**src/rtl/ea_pkg.sv**
```systemverilog
package ea_pkg;

   typedef enum logic [1:0] {
      SEG_ES = 2'd0,
      SEG_CS = 2'd1,
      SEG_SS = 2'd2,
      SEG_DS = 2'd3
   } seg_id_e;

   typedef enum logic [1:0] {
      BASE_NONE = 2'd0,
      BASE_BX   = 2'd1,
      BASE_BP   = 2'd2,
      BASE_RSV  = 2'd3
   } base_sel_e;

   typedef enum logic [1:0] {
      IDX_NONE = 2'd0,
      IDX_SI   = 2'd1,
      IDX_DI   = 2'd2,
      IDX_RSV  = 2'd3
   } idx_sel_e;

   typedef enum logic [1:0] {
      DISP_NONE = 2'd0,
      DISP_BYTE = 2'd1,
      DISP_WORD = 2'd2,
      DISP_RSV  = 2'd3
   } disp_sel_e;

   localparam int unsigned NUM_SEGS = 4;

endpackage

```
**src/rtl/ea_offset_sum.sv**
```systemverilog
module ea_offset_sum
   import ea_pkg::*;
#(
   parameter int unsigned OFS_W  = 16,
   parameter int unsigned BYTE_W = 8
) (
   input  logic [1:0]       base_sel,
   input  logic [1:0]       index_sel,
   input  logic [1:0]       disp_sel,
   input  logic [OFS_W-1:0] disp,
   input  logic [OFS_W-1:0] reg_bx,
   input  logic [OFS_W-1:0] reg_bp,
   input  logic [OFS_W-1:0] reg_si,
   input  logic [OFS_W-1:0] reg_di,
   output logic [OFS_W-1:0] offset
);

   localparam int unsigned EXT_W = OFS_W - BYTE_W;

   if (BYTE_W < 2) begin : g_bad_byte
      $error("ea_offset_sum: BYTE_W must be at least 2");
   end
   if (OFS_W <= BYTE_W) begin : g_bad_ofs
      $error("ea_offset_sum: OFS_W must exceed BYTE_W");
   end

   logic [OFS_W-1:0] disp_short;
   logic [OFS_W-1:0] base_term;
   logic [OFS_W-1:0] index_term;
   logic [OFS_W-1:0] disp_term;

   // short displacement: low byte kept, sign bit copied into every upper bit
   assign disp_short[BYTE_W-1:0] = disp[BYTE_W-1:0];
   for (genvar b = 0; b < EXT_W; b++) begin : g_sext
      assign disp_short[BYTE_W+b] = disp[BYTE_W-1];
   end

   always_comb begin
      unique case (base_sel_e'(base_sel))
         BASE_BX: base_term = reg_bx;
         BASE_BP: base_term = reg_bp;
         default: base_term = '0;
      endcase
      unique case (idx_sel_e'(index_sel))
         IDX_SI:  index_term = reg_si;
         IDX_DI:  index_term = reg_di;
         default: index_term = '0;
      endcase
      unique case (disp_sel_e'(disp_sel))
         DISP_BYTE: disp_term = disp_short;
         DISP_WORD: disp_term = disp;
         default:   disp_term = '0;
      endcase
   end

   // sum truncated to OFS_W bits: wraps inside the segment
   assign offset = base_term + index_term + disp_term;

endmodule

```
**src/rtl/ea_seg_pick.sv**
```systemverilog
module ea_seg_pick
   import ea_pkg::*;
#(
   parameter int unsigned SEG_W = 16
) (
   input  logic [1:0]       base_sel,
   input  logic             ovr_en,
   input  logic [1:0]       ovr_seg,
   input  logic [SEG_W-1:0] seg_cs,
   input  logic [SEG_W-1:0] seg_ds,
   input  logic [SEG_W-1:0] seg_ss,
   input  logic [SEG_W-1:0] seg_es,
   output logic [1:0]       seg_id,
   output logic [SEG_W-1:0] seg_val
);

   if (SEG_W < 1) begin : g_bad_seg
      $error("ea_seg_pick: SEG_W must be positive");
   end

   logic [SEG_W-1:0] seg_file [NUM_SEGS];
   seg_id_e          dflt_id;

   for (genvar s = 0; s < NUM_SEGS; s++) begin : g_file
      if (s == int'(SEG_ES))      begin : g_es assign seg_file[s] = seg_es; end
      else if (s == int'(SEG_CS)) begin : g_cs assign seg_file[s] = seg_cs; end
      else if (s == int'(SEG_SS)) begin : g_ss assign seg_file[s] = seg_ss; end
      else                        begin : g_ds assign seg_file[s] = seg_ds; end
   end

   // stack-relative when BP is the base, data segment for every other form
   assign dflt_id = (base_sel_e'(base_sel) == BASE_BP) ? SEG_SS : SEG_DS;
   assign seg_id  = ovr_en ? ovr_seg : dflt_id;
   assign seg_val = seg_file[seg_id];

endmodule

```
**src/rtl/ea_phys_form.sv**
```systemverilog
module ea_phys_form #(
   parameter int unsigned OFS_W     = 16,
   parameter int unsigned SEG_W     = 16,
   parameter int unsigned SEG_SHIFT = 4,
   parameter int unsigned PHYS_W    = 20
) (
   input  logic [SEG_W-1:0]  seg_val,
   input  logic [OFS_W-1:0]  offset,
   output logic [PHYS_W-1:0] phys
);

   localparam int unsigned BASE_W = SEG_W + SEG_SHIFT;
   localparam int unsigned SUM_W  = ((BASE_W > OFS_W) ? BASE_W : OFS_W) + 1;

   if (PHYS_W > BASE_W) begin : g_bad_phys
      $error("ea_phys_form: PHYS_W wider than the shifted segment");
   end
   if (SEG_SHIFT < 1) begin : g_bad_shift
      $error("ea_phys_form: SEG_SHIFT must be positive");
   end

   logic [SUM_W-1:0] seg_base;
   logic [SUM_W-1:0] ofs_ext;
   logic [SUM_W-1:0] full_sum;

   assign seg_base = SUM_W'({seg_val, {SEG_SHIFT{1'b0}}});
   assign ofs_ext  = SUM_W'(offset);
   assign full_sum = seg_base + ofs_ext;
   // carry out of the top bit is dropped: address space wraps
   assign phys     = full_sum[PHYS_W-1:0];

endmodule

```
**src/rtl/rm_addr_gen.sv**
```systemverilog
module rm_addr_gen
   import ea_pkg::*;
#(
   parameter int unsigned OFS_W     = 16,
   parameter int unsigned SEG_W     = 16,
   parameter int unsigned SEG_SHIFT = 4,
   parameter int unsigned BYTE_W    = 8
) (
   input  logic                          clk,
   input  logic                          rst_n,
   input  logic                          in_valid,
   input  logic [1:0]                    base_sel,
   input  logic [1:0]                    index_sel,
   input  logic [1:0]                    disp_sel,
   input  logic [OFS_W-1:0]              disp,
   input  logic [OFS_W-1:0]              reg_bx,
   input  logic [OFS_W-1:0]              reg_bp,
   input  logic [OFS_W-1:0]              reg_si,
   input  logic [OFS_W-1:0]              reg_di,
   input  logic [SEG_W-1:0]              seg_cs,
   input  logic [SEG_W-1:0]              seg_ds,
   input  logic [SEG_W-1:0]              seg_ss,
   input  logic [SEG_W-1:0]              seg_es,
   input  logic                          seg_ovr_en,
   input  logic [1:0]                    seg_ovr,
   output logic                          out_valid,
   output logic [OFS_W-1:0]              out_offset,
   output logic [1:0]                    out_seg_id,
   output logic [SEG_W+SEG_SHIFT-1:0]    out_phys
);

   localparam int unsigned PHYS_W = SEG_W + SEG_SHIFT;

   if (OFS_W > PHYS_W) begin : g_bad_widths
      $error("rm_addr_gen: offset wider than physical address");
   end

   logic [OFS_W-1:0]  ofs_c;
   logic [1:0]        seg_id_c;
   logic [SEG_W-1:0]  seg_val_c;
   logic [PHYS_W-1:0] phys_c;

   ea_offset_sum #(.OFS_W(OFS_W), .BYTE_W(BYTE_W)) i_ofs (
      .base_sel (base_sel),
      .index_sel(index_sel),
      .disp_sel (disp_sel),
      .disp     (disp),
      .reg_bx   (reg_bx),
      .reg_bp   (reg_bp),
      .reg_si   (reg_si),
      .reg_di   (reg_di),
      .offset   (ofs_c)
   );

   ea_seg_pick #(.SEG_W(SEG_W)) i_seg (
      .base_sel(base_sel),
      .ovr_en  (seg_ovr_en),
      .ovr_seg (seg_ovr),
      .seg_cs  (seg_cs),
      .seg_ds  (seg_ds),
      .seg_ss  (seg_ss),
      .seg_es  (seg_es),
      .seg_id  (seg_id_c),
      .seg_val (seg_val_c)
   );

   ea_phys_form #(
      .OFS_W(OFS_W), .SEG_W(SEG_W), .SEG_SHIFT(SEG_SHIFT), .PHYS_W(PHYS_W)
   ) i_phys (
      .seg_val(seg_val_c),
      .offset (ofs_c),
      .phys   (phys_c)
   );

   always_ff @(posedge clk) begin
      if (!rst_n) begin
         out_valid  <= 1'b0;
         out_offset <= '0;
         out_seg_id <= '0;
         out_phys   <= '0;
      end else begin
         out_valid <= in_valid;
         if (in_valid) begin
            out_offset <= ofs_c;
            out_seg_id <= seg_id_c;
            out_phys   <= phys_c;
         end
      end
   end

   // ---------------- assertions ----------------
   logic past_ok;
   always_ff @(posedge clk) begin
      if (!rst_n) past_ok <= 1'b0;
      else        past_ok <= 1'b1;
   end

   assert_reset_clear_R1: assert property (@(posedge clk)
      $past(!rst_n) |-> (!out_valid && out_offset == '0 && out_phys == '0));

   assert_valid_delay_R2: assert property (@(posedge clk) disable iff (!rst_n)
      past_ok |-> (out_valid == $past(in_valid)));

   assert_index_only_R3: assert property (@(posedge clk) disable iff (!rst_n)
      (in_valid && base_sel == 2'd0 && index_sel == 2'd1 && disp_sel == 2'd0)
      |=> (out_offset == $past(reg_si)));

   assert_byte_sext_R4: assert property (@(posedge clk) disable iff (!rst_n)
      (in_valid && base_sel == 2'd0 && index_sel == 2'd0 && disp_sel == 2'd1)
      |=> (out_offset[OFS_W-1] == $past(disp[BYTE_W-1])));

   assert_no_disp_R5: assert property (@(posedge clk) disable iff (!rst_n)
      (in_valid && base_sel == 2'd0 && index_sel == 2'd0 && disp_sel == 2'd0)
      |=> (out_offset == '0));

   assert_bp_stack_R6: assert property (@(posedge clk) disable iff (!rst_n)
      (in_valid && !seg_ovr_en && base_sel == 2'd2) |=> (out_seg_id == 2'd2));

   assert_override_R7: assert property (@(posedge clk) disable iff (!rst_n)
      (in_valid && seg_ovr_en) |=> (out_seg_id == $past(seg_ovr)));

   assert_low_nibble_R8: assert property (@(posedge clk) disable iff (!rst_n)
      out_valid |-> (out_phys[SEG_SHIFT-1:0] == out_offset[SEG_SHIFT-1:0]));

   assert_hold_R9: assert property (@(posedge clk) disable iff (!rst_n)
      (past_ok && !$past(in_valid))
      |-> ($stable(out_offset) && $stable(out_seg_id) && $stable(out_phys)));

endmodule

```
**config.mk**
```make
export PLATFORM = sky130hd
export DESIGN_NAME = rm_addr_gen
export DESIGN_NICKNAME = d
export VERILOG_FILES = /design/src/rtl/ea_pkg.sv /design/src/rtl/ea_offset_sum.sv /design/src/rtl/ea_seg_pick.sv /design/src/rtl/ea_phys_form.sv /design/src/rtl/rm_addr_gen.sv
export SDC_FILE = /design/constraint.sdc
export NUM_CORES = 1
export LEC_CHECK = 0
export CORE_MARGIN = 2
export CORE_UTILIZATION = 40
export CTS_BUF_LIST = sky130_fd_sc_hd__clkbuf_2
export CTS_CLUSTER_DIAMETER = 120
export DETAILED_ROUTE_END_ITERATION = 8
export GPL_TIMING_DRIVEN = 0
export HOLD_SLACK_MARGIN = 0.15
export MAX_ROUTING_LAYER = met4
export PLACE_DENSITY_LB_ADDON = 0.25
export SYNTH_ARGS = -nofsm -noshare
export SYNTH_HDL_FRONTEND = slang
export SYNTH_SLANG_ARGS = --single-unit
```
**constraint.sdc**
```tcl
create_clock -name clk -period 9.5 [get_ports clk]
set_input_delay 1.9 -clock clk [delete_from_list [all_inputs] [get_ports clk]]
set_output_delay 1.9 -clock clk [all_outputs]
set_load 0.01 [all_outputs]
```
==> reports/results.ini, run 1 <==
[clock_tree]
hold_buffers=0
cts-root-buf=clkbuf_2
cts_tree=yes
cts_buffer_depth=2
numCtsBuffers=5
numClockSinks=35
clk_latency_ns=0.39
post_cts_resized=0
cts.htree.levels=2
path_clk_slew_ns=0.17
post_cts_buffers=0

[timing]
final.setup.tns_ns=0
fin_worst_skew_ns=0
period_minus_slack_ns=7.58
rsz0062_at_grt=false
finalMaxSlewViolations=0
maxSlewHeadroom=0.507
setup_viol=0
finalHoldViolCount=0
period_share=0.798
tightest_slew_ns=0.740
clock.fmax_mhz=132

[setup_path]
cpLargestDelayFamily=compound AO/OA/AOI/OAI gates
slowest_delay_ns=0.49
cp-start-kind=input pin
cp.buffers_inverters=5
cp_data_arrival_time_ns=7.85
path_max_fanout=10
slowest_stage=o41a_1
crit_top_cell=ha_1
end_kind=flip-flop
critPathKind=in2reg
required_ns=9.77

[die]
rows=38
ios=195
start_util=0.406
core-area_um2=10700
die_h_um=108
dieWidth_um=108
fp.dieArea_um2=11700

[routing]
wl_um=13200
ant_nets=0
vias_per_cell=5.35
route.detailed.drc=0
detail_route.iter0.violations=119
avgRoutedWirePerCell_um=15.3
drt_first_pass_iters=5
via_count=4619

[logic_synthesis]
yosysMostFrequentCell=nor2_1
syn_nets=727
netlist_area_um2=4360
ys_seq_area_frac=0.161
netlist_top_cells_area=dfxtp_1 (16%), ha_1 (8.9%), fa_1 (7.8%), mux4_2 (7.2%), a22oi_1 (5.5%)
synth-seq-cells=35
synth_cell_type_count=63
synth_edf_count=0
synthCells=523
syn_area_per_cell_um2=8.33
synth_top_area_cell=dfxtp_1
yosys.area.top_type_share=0.161
synth_common_cells=nor2_1 (49), inv_1 (38), dfxtp_1 (35)
ys_async_sr_fraction=0
yosys_warnings=0
ys.flop_type=dfxtp_1

[grt]
track_usage=0.230
grt_pass1_wl_um=21100
grt_max_degree=12
grt-ovfl-total=0
first_global_vias=4629
antenna_found_initial=1

[final_layout]
final_area_um2=6520
nNetsFinal=926
syn_to_final_growth_pct=49.6
final_layout_size_suffix_gt1_frac=0.105
final-instance-count-excl-fill=863
n_fill_cell=1013

[place]
dp_cells=855
io_buffers=192
hpwlAfterDp_um=11400
globalplace.congestion=0.892
dpl_cell_area_um2=6450

[status]
status=finished, final reports clean

[worst_hold_path]
hold_path_class=reg2reg

[pwr]
p_per_area_nw_per_um2=113
peakVddDrop_uv=65.0
power.leakage_nw=2.72

[run]
maxCapViolCount=0

## where the power goes
group	switching (W)	internal [W]	total [W]
registers	0.0000122	0.000169	0.000182
logic	0.000216	0.000241	0.000457
clock network	0.0000531	0.0000430	0.0000961
## tightest hold or removal path, delay by kind of cell, from the launching register on
family             cells  cell delay [ns]
AOI/OAI and AO/OA      1             0.06
DFF                    1             0.35
and+or+nand+nor        1             0.06
## kinds of logic after synthesis
group / share of synthesized area
AND/OR/NAND/NOR: 0.194
flip-flops: 0.161
adder cells (fa/ha/maj): 0.167
buffers and inverters: 0.0709
XOR/XNOR: 0.0462
AO/OA/AOI/OAI: 0.239
multiplexers: 0.121
## worst paths after layout
path | end | slack (ns) | start | cells past startpoint
min reg2reg | out_offset[15] | 0.48 | out_offset[15] | 2
max | out_phys[19] | 1.92 | base_sel[0] | 25
min | out_offset[15] | 0.48 | out_offset[15] | 2
max reg2reg | out_phys[19] | 8.56 | out_phys[19] | 4
## flip-flops by register name, summed over array words and instances (netlist names)
signal and cells:
out_valid 1, out_phys 16, out_seg_id 2, out_offset 16
## stage by stage
step	power, W	setup slack, ns	util	hold WS (ns)
after floorplan	0.000466	2.73	-	0.490
after global placement	0.000629	1.70	0.601	0.457
after detailed placement	0.000640	1.55	0.601	0.465
after CTS	0.000738	1.97	0.607	0.488
after global routing	0.000790	1.59	0.607	0.502
final	0.000735	1.92	0.607	0.484
## layout make-up
class	instances	area [µm²]	area share
timing repair buffer	192	1920	0.295
tap	140	175	0.0269
clock buffer	5	25.0	0.00384
inverter	39	146	0.0225
multi-input combinational	416	3350	0.514
clock inverter	2	37.5	0.00576
sequential	35	701	0.107
buffer	33	163	0.0249
antenna	1	2.50	0.000384
## placed cells by master, fill, tap and decap left out, drive strengths merged, types with 4 or more instances in the layout
| master | n |
|---|---|
| buf | 12 |
| nand3 | 9 |
| dfxtp | 35 |
| nand4 | 4 |
| nor2b | 4 |
| nand2 | 33 |
| and2 | 4 |
| or3 | 6 |
| or2 | 28 |
| nand2b | 7 |
| a22oi | 32 |
| o21ai | 14 |
| mux4 | 14 |
| o21bai | 5 |
| nor2 | 49 |
| clkdlybuf4s50 | 192 |
| inv | 39 |
| a21o | 18 |
| a211oi | 10 |
| xnor2 | 21 |
| ha | 31 |
| nor3 | 9 |
| mux2i | 18 |
| o21a | 6 |
| a21oi | 27 |
| fa | 17 |
| clkbuf | 26 |
## per-layer routing
metal | GRT usage | share of wire | vias up
met2 | 0.426 | 0.52 | 152
li1 | - | - | 2291
met5 | - | 0 | -
met1 | 0.267 | 0.42 | 2161
met4 | 0.0586 | 0.014 | 0
met3 | 0.0199 | 0.045 | 15
Power figures use the tool's default switching activity.
==> run 2: changes to the inputs <==
Clock period 9.5 ns to 6.8 ns, I/O delays scaled along.
==> reports/results.ini, run 2 (synthesis results as in run 1) <==
[clock_tree]
numClockSinks=35  ; unchanged
numCtsBuffers=5  ; unchanged
clk_latency_ns=0.39  ; about the same
cts-root-buf=clkbuf_2
cts_buffer_depth=2  ; unchanged
cts.htree.levels=2  ; unchanged
cts_tree=yes
path_clk_slew_ns=0.17  ; about the same

[routing]
route.detailed.drc=0  ; unchanged
ant_nets=0  ; unchanged
detail_route.iter0.violations=109  ; -8.4%
avgRoutedWirePerCell_um=15.3  ; +0.34%
vias_per_cell=5.33  ; -0.40%
wl_um=13300  ; +0.45%
drt_first_pass_iters=4  ; -1
via_count=4606  ; -0.28%

[die]
ios=195  ; unchanged
start_util=0.406  ; unchanged
dieWidth_um=108  ; unchanged
rows=38  ; unchanged
die_h_um=108  ; unchanged
core-area_um2=10700  ; unchanged
fp.dieArea_um2=11700  ; unchanged

[setup_path]
reg2reg_from=out_phys[19]
cpLargestDelayFamily=compound AO/OA/AOI/OAI gates
path_max_fanout=10  ; unchanged
slowest_delay_ns=0.60  ; +0.11 ns
required_ns=7.12  ; -2.65 ns
critPathKind=in2reg
cp_data_arrival_time_ns=6.84  ; -1.01 ns
slowest_stage=or4b_4
critical_path.cell_chain=clkdlybuf4s50_1, ha_1, clkbuf_1, buf_2, a22oi_1, or2_2, fa_1, inv_1, ha_1, a21oi_1, o21ai_0, or4b_4, a31o_2, a21oi_1, xnor2_1, ha_1, clkbuf_2, o21ai_0, o31ai_1, mux2i_1
startpoint=base_sel[0]
end_kind=flip-flop
cp-start-kind=input pin
cp.buffers_inverters=5  ; unchanged
crit_top_cell=ha_1

[timing]
clock.fmax_mhz=153
period_minus_slack_ns=6.52
fin_worst_skew_ns=0  ; unchanged
final.setup.tns_ns=0  ; unchanged
maxSlewHeadroom=0.515  ; +0.00877
period_share=0.958
setup_viol=0  ; unchanged
tightest_slew_ns=0.717  ; -0.0233 ns
finalMaxSlewViolations=0  ; unchanged
finalHoldViolCount=0  ; unchanged

[final_layout]
mostFrequentLayoutCell=clkdlybuf4s50_1
final-instance-count-excl-fill=864  ; +0.12%
top_regs=out_offset x16, out_phys x16, out_seg_id x2
syn_to_final_growth_pct=51.1
final_layout_size_suffix_gt1_frac=0.122  ; +0.0165
final_cell_mix=clkdlybuf4s50_1 (192), nor2_1 (48), inv_1 (38), dfxtp_1 (35), nand2_1 (33)
final_area_um2=6590  ; +1.0%
n_fill_cell=1005  ; -0.79%
nNetsFinal=927  ; +0.11%
post-route-util=0.613  ; +0.00606

[place]
io_buffers=192  ; unchanged
globalplace.congestion=0.892  ; unchanged
hpwlAfterDp_um=11400  ; unchanged
dp_cells=855  ; unchanged
dpl_cell_area_um2=6450  ; unchanged

[grt]
grt_max_degree=12  ; unchanged
antenna_found_initial=1  ; unchanged
grt_pass1_wl_um=21100  ; about the same
track_usage=0.230  ; unchanged
grt-ovfl-total=0  ; unchanged
first_global_vias=4627  ; -0.043%

[run]
maxCapViolCount=0  ; unchanged

[pwr]
peakVddDrop_uv=87.8  ; +35%
power.leakage_nw=2.75  ; +1.1%
p_total_w=0.00104  ; +41%
p_per_area_nw_per_um2=158  ; +40%

[worst_hold_path]
hold_start=out_offset[15]
hold_path_class=reg2reg

[status]
status=finished, final reports clean

[run 2: cell types whose count changed in the layout (fill, tap and decap cells not counted), moves of 2 or more]
cell,delta
buf_4,+3
ha_1,-2
ha_2,+2
clkbuf_1,-6
clkbuf_4,+2
[run 2: worst register-to-register path: stages (launching register included)]
cell	delay [ns]
dfxtp_1	0.34
nor2b_1	0.12
o21a_1	0.19
o21ai_0	0.09
mux2i_1	0.10
[run 2: area by class of cell]
class                      count  area (µm²)  area share
antenna                        1        2.50    0.000380
buffer                        31         171      0.0260
clock buffer                   5        25.0     0.00380
clock inverter                 2        37.5     0.00570
inverter                      39         146      0.0222
multi-input combinational    416        3380       0.514
sequential                    35         701       0.106
tap                          140         175      0.0266
timing repair buffer         195        1940       0.295
[run 2: timing repair]
| item | CTS | global route |
|---|---|---|
| resized for setup | 4 | 16 |
| pin swaps | 0 | 4 |
| setup endpoints to repair | 4 | 6 |
| buffers inserted | 0 | 3 |
| hold buffers | 0 | 0 |
[run 2: where the power goes]
| group | total (W) | leakage, nW | internal, W | switching, W |
|---|---|---|---|---|
| Combinational | 0.000651 | 2.42 | 0.000344 | 0.000307 |
| Sequential | 0.000254 | 0.288 | 0.000237 | 0.0000170 |
| Clock | 0.000134 | 0.0351 | 0.0000601 | 0.0000742 |
[run 2: routing by layer]
| layer | wire, µm | vias to the layer above | track usage |
|---|---|---|---|
| li1 | - | 2295 | - |
| met1 | 5560 | 2149 | 0.267 |
| met2 | 6880 | 151 | 0.426 |
| met3 | 629 | 11 | 0.0199 |
| met4 | 184 | 0 | 0.0586 |
| met5 | 0 | - | - |
[run 2: final timing paths]
check	endpoint	depth (start not counted)	slack, ns
max	out_phys[19]	20	0.28
min	out_offset[15]	2	0.48
min reg2reg	out_offset[15]	2	0.48
max reg2reg	out_phys[19]	4	5.86
[run 2: metrics by stage]
stage,worst slack [ns],hold WS [ns]
CTS,0.00745,0.488
finish,0.285,0.484
global route,-0.00643,0.502
global placement,-0.461,0.457
floorplan,0.567,0.490
detailed placement,-0.610,0.465
==> run 3: changes to the inputs <==
Settings changed: CORE_MARGIN 2 to 1.5, CORE_UTILIZATION 40 to 33.
==> reports/results.ini, run 3 (synthesis results as in run 1) <==
[status]
status=finished, final reports clean

[final_layout]
top_regs=out_offset x16, out_phys x16, out_seg_id x2
mostFrequentLayoutCell=clkdlybuf4s50_1
syn_to_final_growth_pct=52.1
nNetsFinal=926  ; -0.11%
final_layout_size_suffix_gt1_frac=0.129  ; +0.00692
final_cell_mix=clkdlybuf4s50_1 (192), nor2_1 (48), inv_1 (38), dfxtp_1 (35), nand2_1 (33)

[setup_path]
critPathKind=in2reg
cp.buffers_inverters=4  ; -1
crit_top_cell=ha_1
slowest_stage=or4b_4
cp-start-kind=input pin
end_kind=flip-flop
required_ns=7.12  ; about the same
cp_data_arrival_time_ns=6.91  ; +0.07 ns
path_max_fanout=10  ; unchanged
cpLargestDelayFamily=adder cells
slowest_delay_ns=0.57  ; -0.03 ns
critical_path.cell_chain=clkdlybuf4s50_1, ha_1, clkbuf_2, a22oi_1, or2_2, fa_1, inv_1, ha_1, nand3_1, nor4_2, or4b_4, a31o_2, a21oi_1, xnor2_1, ha_1, clkbuf_2, o21ai_0, o31ai_1, mux2i_1

[place]
hpwlAfterDp_um=12300  ; +8.4%
globalplace.congestion=0.927  ; +3.9%
dp_worst_setup_slack_ns=-0.632  ; -0.0218 ns
io_buffers=192  ; unchanged

[clock_tree]
cts-root-buf=clkbuf_2
numCtsBuffers=5  ; unchanged
cts_tree=yes
numClockSinks=35  ; unchanged
cts_buffer_depth=2  ; unchanged
clk_latency_ns=0.39  ; about the same
hold_buffers=0  ; unchanged
cts.htree.levels=2  ; unchanged
path_clk_slew_ns=0.19  ; +0.02 ns

[timing]
setup_viol=0  ; unchanged
maxSlewHeadroom=0.506  ; -0.00923
fin_worst_skew_ns=0  ; unchanged
period_share=0.968  ; +0.0102
final.setup.tns_ns=0  ; unchanged
finalMaxSlewViolations=0  ; unchanged
clock.fmax_mhz=152  ; -1.0%
fin_ws_ns=0.216  ; -0.0691 ns
finalHoldViolCount=0  ; unchanged
tightest_slew_ns=0.731  ; +0.0136 ns
period_minus_slack_ns=6.58  ; +0.0691 ns

[pwr]
p_comb_frac=0.653  ; +0.026
peakVddDrop_uv=62.3  ; -29%
clockPowerShare=0.099  ; -0.030
internal_power_w=0.000613  ; -4.4%
p_per_area_nw_per_um2=154  ; -2.2%
power.leakage_nw=2.75  ; about the same
p_sw_frac=0.401  ; +0.0179
p_sw_w=0.000410  ; +3.0%
power_frac_seq=0.249  ; +0.005

[routing]
route.detailed.drc=0  ; unchanged
vias_per_cell=5.11  ; -4.1%
via_count=4580  ; -0.56%
ant_nets=0  ; unchanged
drt_first_pass_iters=5  ; +1
wl_um=14200  ; +7.2%
detail_route.iter0.violations=224  ; +110%
avgRoutedWirePerCell_um=15.9  ; +3.4%

[die]
core-area_um2=12800  ; +19%
ios=195  ; unchanged
start_util=0.341  ; -0.0644
dieWidth_um=118  ; +8.8%
die_h_um=118  ; +8.8%
rows=41  ; +7.9%
fp.dieArea_um2=13900  ; +18%

[grt]
grt-ovfl-total=0  ; unchanged
track_usage=0.202  ; -0.0283
grt_max_degree=13  ; +1
first_global_vias=4554  ; -1.6%
antenna_found_initial=1  ; unchanged
grt_pass1_wl_um=22200  ; +5.3%

[worst_hold_path]
hold_path_class=reg2reg

[run]
maxCapViolCount=0  ; unchanged

==> run 3: changes by cell type in the layout (fill, tap and decap cells not counted), sizes merged <==
| cell | previous run | this run |
|---|---|---|
| clkbuf | 23 | 22 |
| clkinv | 0 | 1 |
| clkinvlp | 1 | 2 |
| bufinv | 1 | 0 |
==> run 3: worst paths after layout <==
kind / startpoint / endpoint / slack (ns) / cells after the start
setup / recovery: base_sel[0] / out_phys[17] / 0.22 / 19
hold / removal: out_offset[15] / out_offset[15] / 0.50 / 2
setup reg to reg: out_phys[19] / out_phys[19] / 5.86 / 4
hold reg to reg: out_offset[15] / out_offset[15] / 0.50 / 2
==> run 3: timing repair <==
| item | in CTS | in global routing |
|---|---|---|
| gates resized for setup | 5 | 17 |
| pin swaps | 0 | 5 |
| setup buffers | 0 | 4 |
| endpoints found under the setup margin | 4 | 7 |
==> run 3: final cells by class <==
class,count,area (µm²)
Clock buffer,5,25.0
Antenna cell,1,2.50
Multi-Input combinational cell,416,3400
Timing Repair Buffer,196,1950
Inverter,39,146
Sequential cell,35,701
Clock inverter,3,20.0
Tap cell,172,215
Fill cell,1207,6150
Buffer,29,164
==> run 3: tightest hold or removal path, stage by stage, from the launching register on <==
cell     delay (ns)
dfxtp_1        0.36
nand2_1        0.06
a21oi_1        0.06
==> run 3: power groups by stage <==
stage               Combinational (W)  Sequential, W  Clock [W]
global placement             0.000629       0.000258          0
detailed placement           0.000643       0.000259          0
floorplan                    0.000380       0.000271          0
CTS                          0.000651       0.000255   0.000103
finish                       0.000667       0.000254   0.000101
global route                 0.000726       0.000258   0.000110
==> run 3: stage by stage <==
stage          total power, W  hold slack (ns)  area [µm²]  utilization  cells
3_3_place_gp         0.000887            0.461        6490        0.508    887
6_report              0.00102            0.496        6630        0.519    896
4_1_cts               0.00101            0.491        6560        0.513    895
2_1_floorplan        0.000651            0.490        4360            -    523
3_5_place_dp         0.000902            0.468        6490        0.508    887
5_1_grt               0.00109            0.511        6630        0.519    896
==> run 3: layer usage <==
layer / GRT usage / vias to the layer above / part of all wire
met5: - / - / 0
met3: 0.0237 / 13 / 0.048
li1: - / 2295 / -
met2: 0.385 / 164 / 0.52
met4: 0.0366 / 0 / 0.011
met1: 0.227 / 2108 / 0.42
